`config.mk`:
```
export PLATFORM = sky130hd
export DESIGN_NAME = seg_xlate
export DESIGN_NICKNAME = d
export VERILOG_FILES = /design/src/rtl/seg_xlate_pkg.sv /design/src/rtl/seg_regfile.sv /design/src/rtl/seg_bound_chk.sv /design/src/rtl/seg_xlate.sv
export SDC_FILE = /design/constraint.sdc
export NUM_CORES = 1
export LEC_CHECK = 0
export BUFFER_PORTS_ARGS = -buffer_cell sky130_fd_sc_hd__buf_2
export CAP_MARGIN = 20
export CORE_MARGIN = 4
export CORE_UTILIZATION = 60
export CTS_BUF_LIST = sky130_fd_sc_hd__clkbuf_8
export CTS_CLUSTER_DIAMETER = 150
export DETAILED_ROUTE_END_ITERATION = 6
export PLACE_DENSITY = 0.81
export SLEW_MARGIN = 40
export SYNTH_ARGS = -nofsm -noshare
export SYNTH_HDL_FRONTEND = slang
export SYNTH_SLANG_ARGS = --single-unit
export TNS_END_PERCENT = 10
```
`constraint.sdc`:
```
create_clock -name clk -period 7.2 [get_ports clk]
set_input_delay 1.44 -clock clk [delete_from_list [all_inputs] [get_ports clk]]
set_output_delay 1.44 -clock clk [all_outputs]
set_load 0.1 [all_outputs]
```
`src/rtl/seg_xlate_pkg.sv`:
```
package seg_xlate_pkg;
    localparam int ADDR_W = 32;
    localparam int LIM_W  = 16;

    typedef struct packed {
        logic [ADDR_W-1:0] base;
        logic [LIM_W-1:0]  limit;
        logic              gran;
    } seg_entry_t;

    typedef struct packed {
        logic              valid;
        logic              fault;
        logic [ADDR_W-1:0] addr;
    } xlate_rsp_t;
endpackage

```
`src/rtl/seg_regfile.sv`:
```
module seg_regfile
    import seg_xlate_pkg::*;
#(
    parameter int NUM_SEG = 6,
    parameter int SEL_W   = 3
) (
    input  logic             clk,
    input  logic             rst_n,
    input  logic             wr_en,
    input  logic [SEL_W-1:0] wr_sel,
    input  seg_entry_t       wr_ent,
    input  logic [SEL_W-1:0] rd_sel,
    output seg_entry_t       rd_ent,
    output logic             rd_ok
);
    localparam logic [SEL_W-1:0] LAST_SEL = SEL_W'(NUM_SEG - 1);

    seg_entry_t [NUM_SEG-1:0] ents_d, ents_q;
    logic       [NUM_SEG-1:0] hit;

    genvar gi;
    generate
        for (gi = 0; gi < NUM_SEG; gi++) begin : g_hit
            assign hit[gi] = wr_en && (wr_sel == SEL_W'(gi));
        end
    endgenerate

    always_comb begin
        ents_d = ents_q;
        for (int i = 0; i < NUM_SEG; i++) begin
            if (hit[i]) ents_d[i] = wr_ent;
        end
        rd_ok  = (rd_sel <= LAST_SEL);
        rd_ent = '0;
        for (int i = 0; i < NUM_SEG; i++) begin
            if (rd_sel == SEL_W'(i)) rd_ent = ents_q[i];
        end
    end

    always_ff @(posedge clk) begin
        if (!rst_n) ents_q <= '0;
        else        ents_q <= ents_d;
    end

    AST_WR_OUT_OF_RANGE_STABLE: assert property (@(posedge clk) disable iff (!rst_n)
        (wr_en && wr_sel > LAST_SEL) |=> (ents_q == $past(ents_q)));
    AST_WR_IDLE_STABLE: assert property (@(posedge clk) disable iff (!rst_n)
        (!wr_en) |=> (ents_q == $past(ents_q)));
    AST_ONE_HIT_MAX: assert property (@(posedge clk) disable iff (!rst_n)
        $onehot0(hit));
endmodule

```
`src/rtl/seg_bound_chk.sv`:
```
module seg_bound_chk #(
    parameter int ADDR_W     = 32,
    parameter int LIM_W      = 16,
    parameter int GRAN_SHIFT = 12
) (
    input  logic [ADDR_W-1:0] base,
    input  logic [LIM_W-1:0]  limit,
    input  logic              gran,
    input  logic [ADDR_W-1:0] offset,
    output logic              over,
    output logic [ADDR_W-1:0] lin_addr
);
    localparam int PAD_BYTE  = ADDR_W - LIM_W;
    localparam int PAD_BLOCK = ADDR_W - LIM_W - GRAN_SHIFT;

    logic [ADDR_W-1:0] eff_limit;

    generate
        if (PAD_BLOCK > 0) begin : g_pad
            always_comb begin
                if (gran) eff_limit = {{PAD_BLOCK{1'b0}}, limit, {GRAN_SHIFT{1'b1}}};
                else      eff_limit = {{PAD_BYTE{1'b0}}, limit};
            end
        end else begin : g_nopad
            always_comb begin
                if (gran) eff_limit = {limit, {GRAN_SHIFT{1'b1}}};
                else      eff_limit = {{PAD_BYTE{1'b0}}, limit};
            end
        end
    endgenerate

    always_comb begin
        over     = (offset > eff_limit);
        lin_addr = base + offset;
    end
endmodule

```
`src/rtl/seg_xlate.sv`:
```
module seg_xlate
    import seg_xlate_pkg::*;
#(
    parameter int NUM_SEG    = 6,
    parameter int SEL_W      = 3,
    parameter int GRAN_SHIFT = 12
) (
    input  logic              clk,
    input  logic              rst_n,
    input  logic              wr_en,
    input  logic [SEL_W-1:0]  wr_sel,
    input  logic [ADDR_W-1:0] wr_base,
    input  logic [LIM_W-1:0]  wr_limit,
    input  logic              wr_gran,
    input  logic              req_valid,
    input  logic [SEL_W-1:0]  req_sel,
    input  logic [ADDR_W-1:0] req_offset,
    input  logic              flat_mode,
    output logic              rsp_valid,
    output logic              rsp_fault,
    output logic [ADDR_W-1:0] rsp_addr
);
    localparam logic [SEL_W-1:0] LAST_SEL = SEL_W'(NUM_SEG - 1);

    seg_entry_t        wr_ent, rd_ent;
    logic              rd_ok, over;
    logic [ADDR_W-1:0] sum;
    xlate_rsp_t        rsp_d, rsp_q;

    assign wr_ent = '{base: wr_base, limit: wr_limit, gran: wr_gran};

    seg_regfile #(.NUM_SEG(NUM_SEG), .SEL_W(SEL_W)) u_regs (
        .clk    (clk),
        .rst_n  (rst_n),
        .wr_en  (wr_en),
        .wr_sel (wr_sel),
        .wr_ent (wr_ent),
        .rd_sel (req_sel),
        .rd_ent (rd_ent),
        .rd_ok  (rd_ok)
    );

    seg_bound_chk #(.ADDR_W(ADDR_W), .LIM_W(LIM_W), .GRAN_SHIFT(GRAN_SHIFT)) u_chk (
        .base     (rd_ent.base),
        .limit    (rd_ent.limit),
        .gran     (rd_ent.gran),
        .offset   (req_offset),
        .over     (over),
        .lin_addr (sum)
    );

    always_comb begin
        rsp_d = '0;
        if (req_valid) begin
            if (flat_mode) begin
                rsp_d.valid = 1'b1;
                rsp_d.addr  = req_offset;
            end else if (!rd_ok || over) begin
                rsp_d.fault = 1'b1;
            end else begin
                rsp_d.valid = 1'b1;
                rsp_d.addr  = sum;
            end
        end
    end

    always_ff @(posedge clk) begin
        if (!rst_n) rsp_q <= '0;
        else        rsp_q <= rsp_d;
    end

    assign rsp_valid = rsp_q.valid;
    assign rsp_fault = rsp_q.fault;
    assign rsp_addr  = rsp_q.addr;

    AST_PULSE_EXCLUSIVE: assert property (@(posedge clk) disable iff (!rst_n)
        !(rsp_valid && rsp_fault));
    AST_NO_SPURIOUS_RSP: assert property (@(posedge clk) disable iff (!rst_n)
        (!req_valid) |=> (!rsp_valid && !rsp_fault));
    AST_FAULT_ADDR_ZERO: assert property (@(posedge clk) disable iff (!rst_n)
        rsp_fault |-> (rsp_addr == '0));
    AST_BAD_SEL_FAULTS: assert property (@(posedge clk) disable iff (!rst_n)
        (req_valid && !flat_mode && req_sel > LAST_SEL) |=> rsp_fault);
    AST_FLAT_PASSTHRU: assert property (@(posedge clk) disable iff (!rst_n)
        (req_valid && flat_mode) |=> (rsp_valid && rsp_addr == $past(req_offset)));
endmodule

```
=== Word level (Yosys, flattened, before mapping) ===
Index checks and enable logic that the tools add are counted.

* Flip-flop bits (word level): 328
* Input port bits: 92
* Output and inout bits: 34
* Word-level logic and storage cells: 60

* $add $sub $neg: 1
* Magnitude comparators: 2
* Equal/unequal tests: 10
* Muxes and demuxes: 12
* Bitwise operators: 2
* Reductions and logical operators: 12

{| class="wikitable"
|+ Operators with widths
! cell !! number
|-
| two-way mux 49 bit || 6
|-
| two-way mux 32 bit || 2
|-
| adder 32 bit || 1
|-
| greater-than comparator 32 x 28 -> 1 bit || 1
|-
| two-way mux 28 bit || 1
|-
| equality test 3 x 2 -> 1 bit (second input constant) || 4
|-
| equality test 3 bit (second input constant) || 4
|-
| equality test 3 x 1 -> 1 bit (second input constant) || 2
|-
| logical AND 1 bit || 6
|-
| zero test 3 bit || 2
|-
| less-or-equal comparator 3 bit (second input constant) || 1
|-
| two-way mux 1 bit || 3
|-
| OR reduction 3 bit || 1
|-
| NOT 1 bit || 2
|-
| AND reduction 2 bit || 1
|-
| zero test 1 bit || 1
|-
| logical OR 1 bit || 1
|}

=== Logic depth before layout (Yosys ltp) ===
* Word-level depth: 12
* Gate-level depth with buffers: 18
* Depth with buffers taken out: 16

=== Cells and area by module ===
Synthesis repeated with hierarchy kept, for this count alone.

* Cells, all modules: 1981
* Area total of the unflattened synthesis: 16729.8 um2

{| class="wikitable"
|+ By module, submodules not included
! module !! instances !! cells each !! area each (um2)
|-
| seg_regfile || 1 || 1543 || 12748.5
|-
| seg_bound_chk || 1 || 321 || 2404.8
|-
| seg_xlate || 1 || 117 || 1576.5
|}

=== Worst setup path before layout ===
Ideal clock, no wire load.

* Kind: input to register
* Start: input port req_sel[0]
* End: register rsp_q, in the netlist rsp_addr[31]
* Arrival: 5.010 ns
* Data required time: 7.083 ns
* Slack: 2.073 ns
* Cell stages on the path: 15
* Buffers on the path: 3
* Cells stage by stage: buf_2 buf_2 buf_1 mux4_2 nand2_1 o21ai_0 ha_1 a21o_1 a2111o_1 o211ai_2 a31oi_4 a211oi_4 o221ai_1 xnor2_1 a22o_1

* Longest elaborated chain between the ends: 12
* Elaborated cells on any way between the ends: 20
* Classes of those cells: add/sub: 1; order compare: 2; eq/ne: 5; mux: 9; reduce/logical: 3

{| class="wikitable"
|+ RTL lines
! element !! RTL line !! text
|-
| start, declared || seg_xlate.sv:16 || <nowiki>input logic [SEL_W-1:0] req_sel,</nowiki>
|-
| zero test 3 bit || seg_regfile.sv:36 || <nowiki>if (rd_sel == SEL_W'(i)) rd_ent = ents_q[i];</nowiki>
|-
| two-way mux 49 bit (6 in series) || seg_regfile.sv:36 ||
|-
| two-way mux 28 bit || seg_bound_chk.sv:21 || <nowiki>if (gran) eff_limit = {{PAD_BLOCK{1'b0}}, limit, {GRAN_SHIFT{1'b1}}};</nowiki>
|-
| greater-than comparator 32 x 28 -> 1 bit || seg_bound_chk.sv:33 || <nowiki>over = (offset > eff_limit);</nowiki>
|-
| logical OR 1 bit || seg_xlate.sv:58 || <nowiki>end else if (!rd_ok || over) begin</nowiki>
|-
| two-way mux 32 bit * || seg_xlate.sv:58 ||
|-
| two-way mux 32 bit * || seg_xlate.sv:55 || <nowiki>if (flat_mode) begin</nowiki>
|-
| end signal, assigned || seg_xlate.sv:69 || <nowiki>else rsp_q <= rsp_d;</nowiki>
|-
| end, declared || seg_xlate.sv:28 || <nowiki>xlate_rsp_t rsp_d, rsp_q;</nowiki>
|}

Mark *: on every way between the ends. The rest lies on a longest branch, timed or not.
A chain may end at the register's enable or synchronous reset.

=== Worst setup path after layout ===
Same ends and word-level chain as after synthesis.

==> run_results.csv <==
group,metric,value,unit
status,outcome,"complete, no violations",
die,rows,60,
timing,rsz0062_at_grt,"false",
yosys,synth_nets,2168,
power_and_ir_drop,p_sw_share,26.7,%
placed_design,port-buffer-count,125,
placed_design,placed_cell_area,17200,um^2
detailed_routing,ant_nets,0,
job,maxCapViolCount,0,
clocking,cts.path.max_buffers,3,
yosys,syn_area,16500,um^2
timing,final.min_clock_period,5460,ps
detailed_routing,drc_errors,0,
yosys,synth_top_area_share,39.8,%
timing,hold_viol,0,
die,start_util,61.0,%
clocking,postCtsSetupRepairBufs,0,
detailed_routing,wl_met1,20.5,mm
layout,multiInputGateArea,9370,um^2
yosys,synth-simple-area-share,20.2,%
layout,seq_area,6570,um^2
critical_path,cp.required,7670,ps
critical_path,r2r_cells,14,
clocking,htree_levels,2,
layout,final_common_cell,"nand2_1",
critical_path,r2r-start,"u_regs.ents_q[147]",
yosys,synth.avg_cell_area,8.18,um^2
detailed_routing,wl_met3,4.36,mm
layout,fin_util,67.7,%
clocking,cts_tree,"built",
timing,period_share,75.9,%
timing,maxSlewHeadroom,44.3,%
global_route,track_usage,30.2,%
global_route,antenna_found_initial,3,
hold_path,hold_path_depth,2,
power_and_ir_drop,p_sw,1.04,mW
critical_path,crit_path_end_kind,"register",
yosys,synth_top_family_by_area,"compound AO/OA/AOI/OAI gates",
clocking,cts_sinks,328,
yosys,ys_ff_latch,328,
detailed_routing,wl_per_cell,19.2,um
power_and_ir_drop,power_density,213,nW/um^2
die,die_w,174,um
detailed_routing,first_iter_violations,1335,
layout,postLayoutCellArea,18300,um^2
yosys,netlist_instances,2016,
layout,drive_gt1_share,13.6,%
placed_design,dpl.cell_count,2358,
yosys,yosysTopAreaCell,"dfxtp_1",
critical_path,path_class,"in2reg",
timing,slew_viol_final,0,
global_route,grt_pass1_wl,74.8,mm
clocking,cts_buffers,53,
layout,final_cell_mix,"nand2_1 (680), dfxtp_1 (328), a21boi_0 (299)",
yosys,synthArstFlopShare,0,%
timing,clock_skew,33.6,ps
yosys,synth_top_cells_by_area,"dfxtp_1 (40%), nand2_1 (16%), a21boi_0 (14%)",
timing,setup_viol,0,
clocking,cts.hold.buffers_added,0,
timing,worstMarginPinSlew,826,ps
detailed_routing,vias_per_cell,5.98,
timing,max_freq,0.183,GHz
die,die_h,174,um
timing,tns,0,ps
placed_design,dp_hpwl,30.2,mm
clocking,cts_root_buf,"clkbuf_8",
clocking,clk_latency,610,ps
power_and_ir_drop,finalPower,3.90,mW
yosys,synthAdderAreaFrac,4.60,%
yosys,yosysSeqAreaShare,39.8,%
die,coreArea,27000,um^2
detailed_routing,met2_length,21.2,mm
power_and_ir_drop,p_int,2.86,mW
power_and_ir_drop,p_leak,6.76,nW
hold_path,min_from,"u_regs.ents_q[152]",
yosys,synth_compound_area_share,22.4,%
die,top_level_ports,126,
power_and_ir_drop,power_frac_seq,48.0,%
power_and_ir_drop,ir_drop,0.185,mV
detailed_routing,drt-total-wl,47.3,mm
critical_path,critPathLaunchType,"input pin",
global_route,grt_pass1_vias,14200,
hold_path,hold_path.class,"reg2reg",
placed_design,gp_congestion,0.954,
layout,nNetsFinal,2224,
power_and_ir_drop,p_comb_share,10.7,%
layout,area_growth,11.0,%
global_route,grt_max_degree,118,
detailed_routing,vias,14700,
layout,instances_no_fill,2455,
critical_path,cp_data_arrival_time,5930,ps
yosys,yosys_warnings,0,
layout,final.fill_count,2252,
critical_path,startpoint,"req_sel[0]",
global_route,overflow,0,
critical_path,critPathMaxFanout,38,
yosys,ys_types,61,
power_and_ir_drop,power_frac_clock,41.2,%
yosys,muxShareOfSynthArea,7.98,%
detailed_routing,firstDrtPassIters,5,
clocking,cts_resized,0,
yosys,synthFlopType,"dfxtp_1",
clocking,clk_pin_slew_worst_paths,50,ps
yosys,synth_xor_area_share,1.17,%
yosys,synth_edf_count,0,
detailed_routing,top_layer,"met5",
die,die_area,30200,um^2
state kept, by name, summed over array words and instances, names as in the netlist:
| register | count |
|---|---|
| rsp_addr | 32 |
| rsp_fault | 1 |
| rsp_valid | 1 |
| u_regs.ents_q | 294 |
critical path: stages:
cell and delay, ps:
buf_4 470, buf_4 650, nor2b_1 230, buf_4 210, a21oi_1 90, o221ai_1 420
ha_1 380, and3_1 190, a2111o_1 440, o211ai_2 340, a31oi_4 180, a211oi_4 320
o221ai_1 160, xnor2_1 150, a22o_1 210
cells in the mapped netlist (all sizes together), types with 6 or more instances:
cell and number:
a211oi 10, a21boi 299, a21o 11, a21oi 57, a22o 8, a22oi 21
and2 6, and3 12, buf 27, clkbuf 122, dfxtp 328, ha 59
inv 9, mux2 15, mux2i 65, mux4 22, nand2 682, nand3 13
nor2 55, nor2b 10, nor3 19, o211ai 6, o21a 10, o21ai 43
o221ai 28, or3 7, xnor2 13, xor2 9
path summary, 6_finish.rpt:
check	to	slack, ps
max reg2reg	rsp_addr[24]	3260
min	u_regs.ents_q[152]	460
max	rsp_addr[31]	1740
min reg2reg	u_regs.ents_q[152]	460
through the flow:
| step | hold WS [ps] | setup slack [ps] |
|---|---|---|
| 2_1_floorplan | 440 | 2070 |
| 3_3_place_gp | 446 | 1170 |
| 3_5_place_dp | 456 | 1270 |
| 4_1_cts | 464 | 1850 |
| 5_1_grt | 483 | 1580 |
| 6_report | 461 | 1740 |
power groups by stage:
stage / registers [mW] / logic (mW) / clock network, mW
6_report: 1.87 / 0.419 / 1.61
5_1_grt: 1.88 / 0.453 / 1.72
2_1_floorplan: 1.95 / 0.236 / 0
3_5_place_dp: 1.91 / 0.411 / 0
4_1_cts: 1.87 / 0.412 / 1.63
3_3_place_gp: 1.91 / 0.403 / 0
per-layer routing:
layer | vias up | global-route usage (%)
met5 | - | 0
li1 | 7012 | -
met3 | 102 | 6.61
met2 | 591 | 47.4
met1 | 6972 | 42.0
met4 | 4 | 9.34
layout make-up:
cell class,count,area share [%]
Timing Repair Buffer,150,4.53
Inverter,10,0.205
Clock buffer,66,4.96
Tap cell,341,2.33
Antenna cell,2,0.0273
Multi-Input combinational cell,1529,51.2
Sequential cell,328,35.9
Clock inverter,29,0.889
logic make-up (layout without fill, tap and decap cells):
kind of cell / Yosys count / count (layout)
XOR/XNOR: 22 / 22
AO/OA/AOI/OAI: 513 / 513
buffers and inverters: 159 / 255
AND/OR/NAND/NOR: 832 / 832
adder cells (fa/ha/maj): 60 / 60
other: 0 / 2
multiplexers: 102 / 102
flip-flops: 328 / 328
Power figures use the tool's default switching activity.
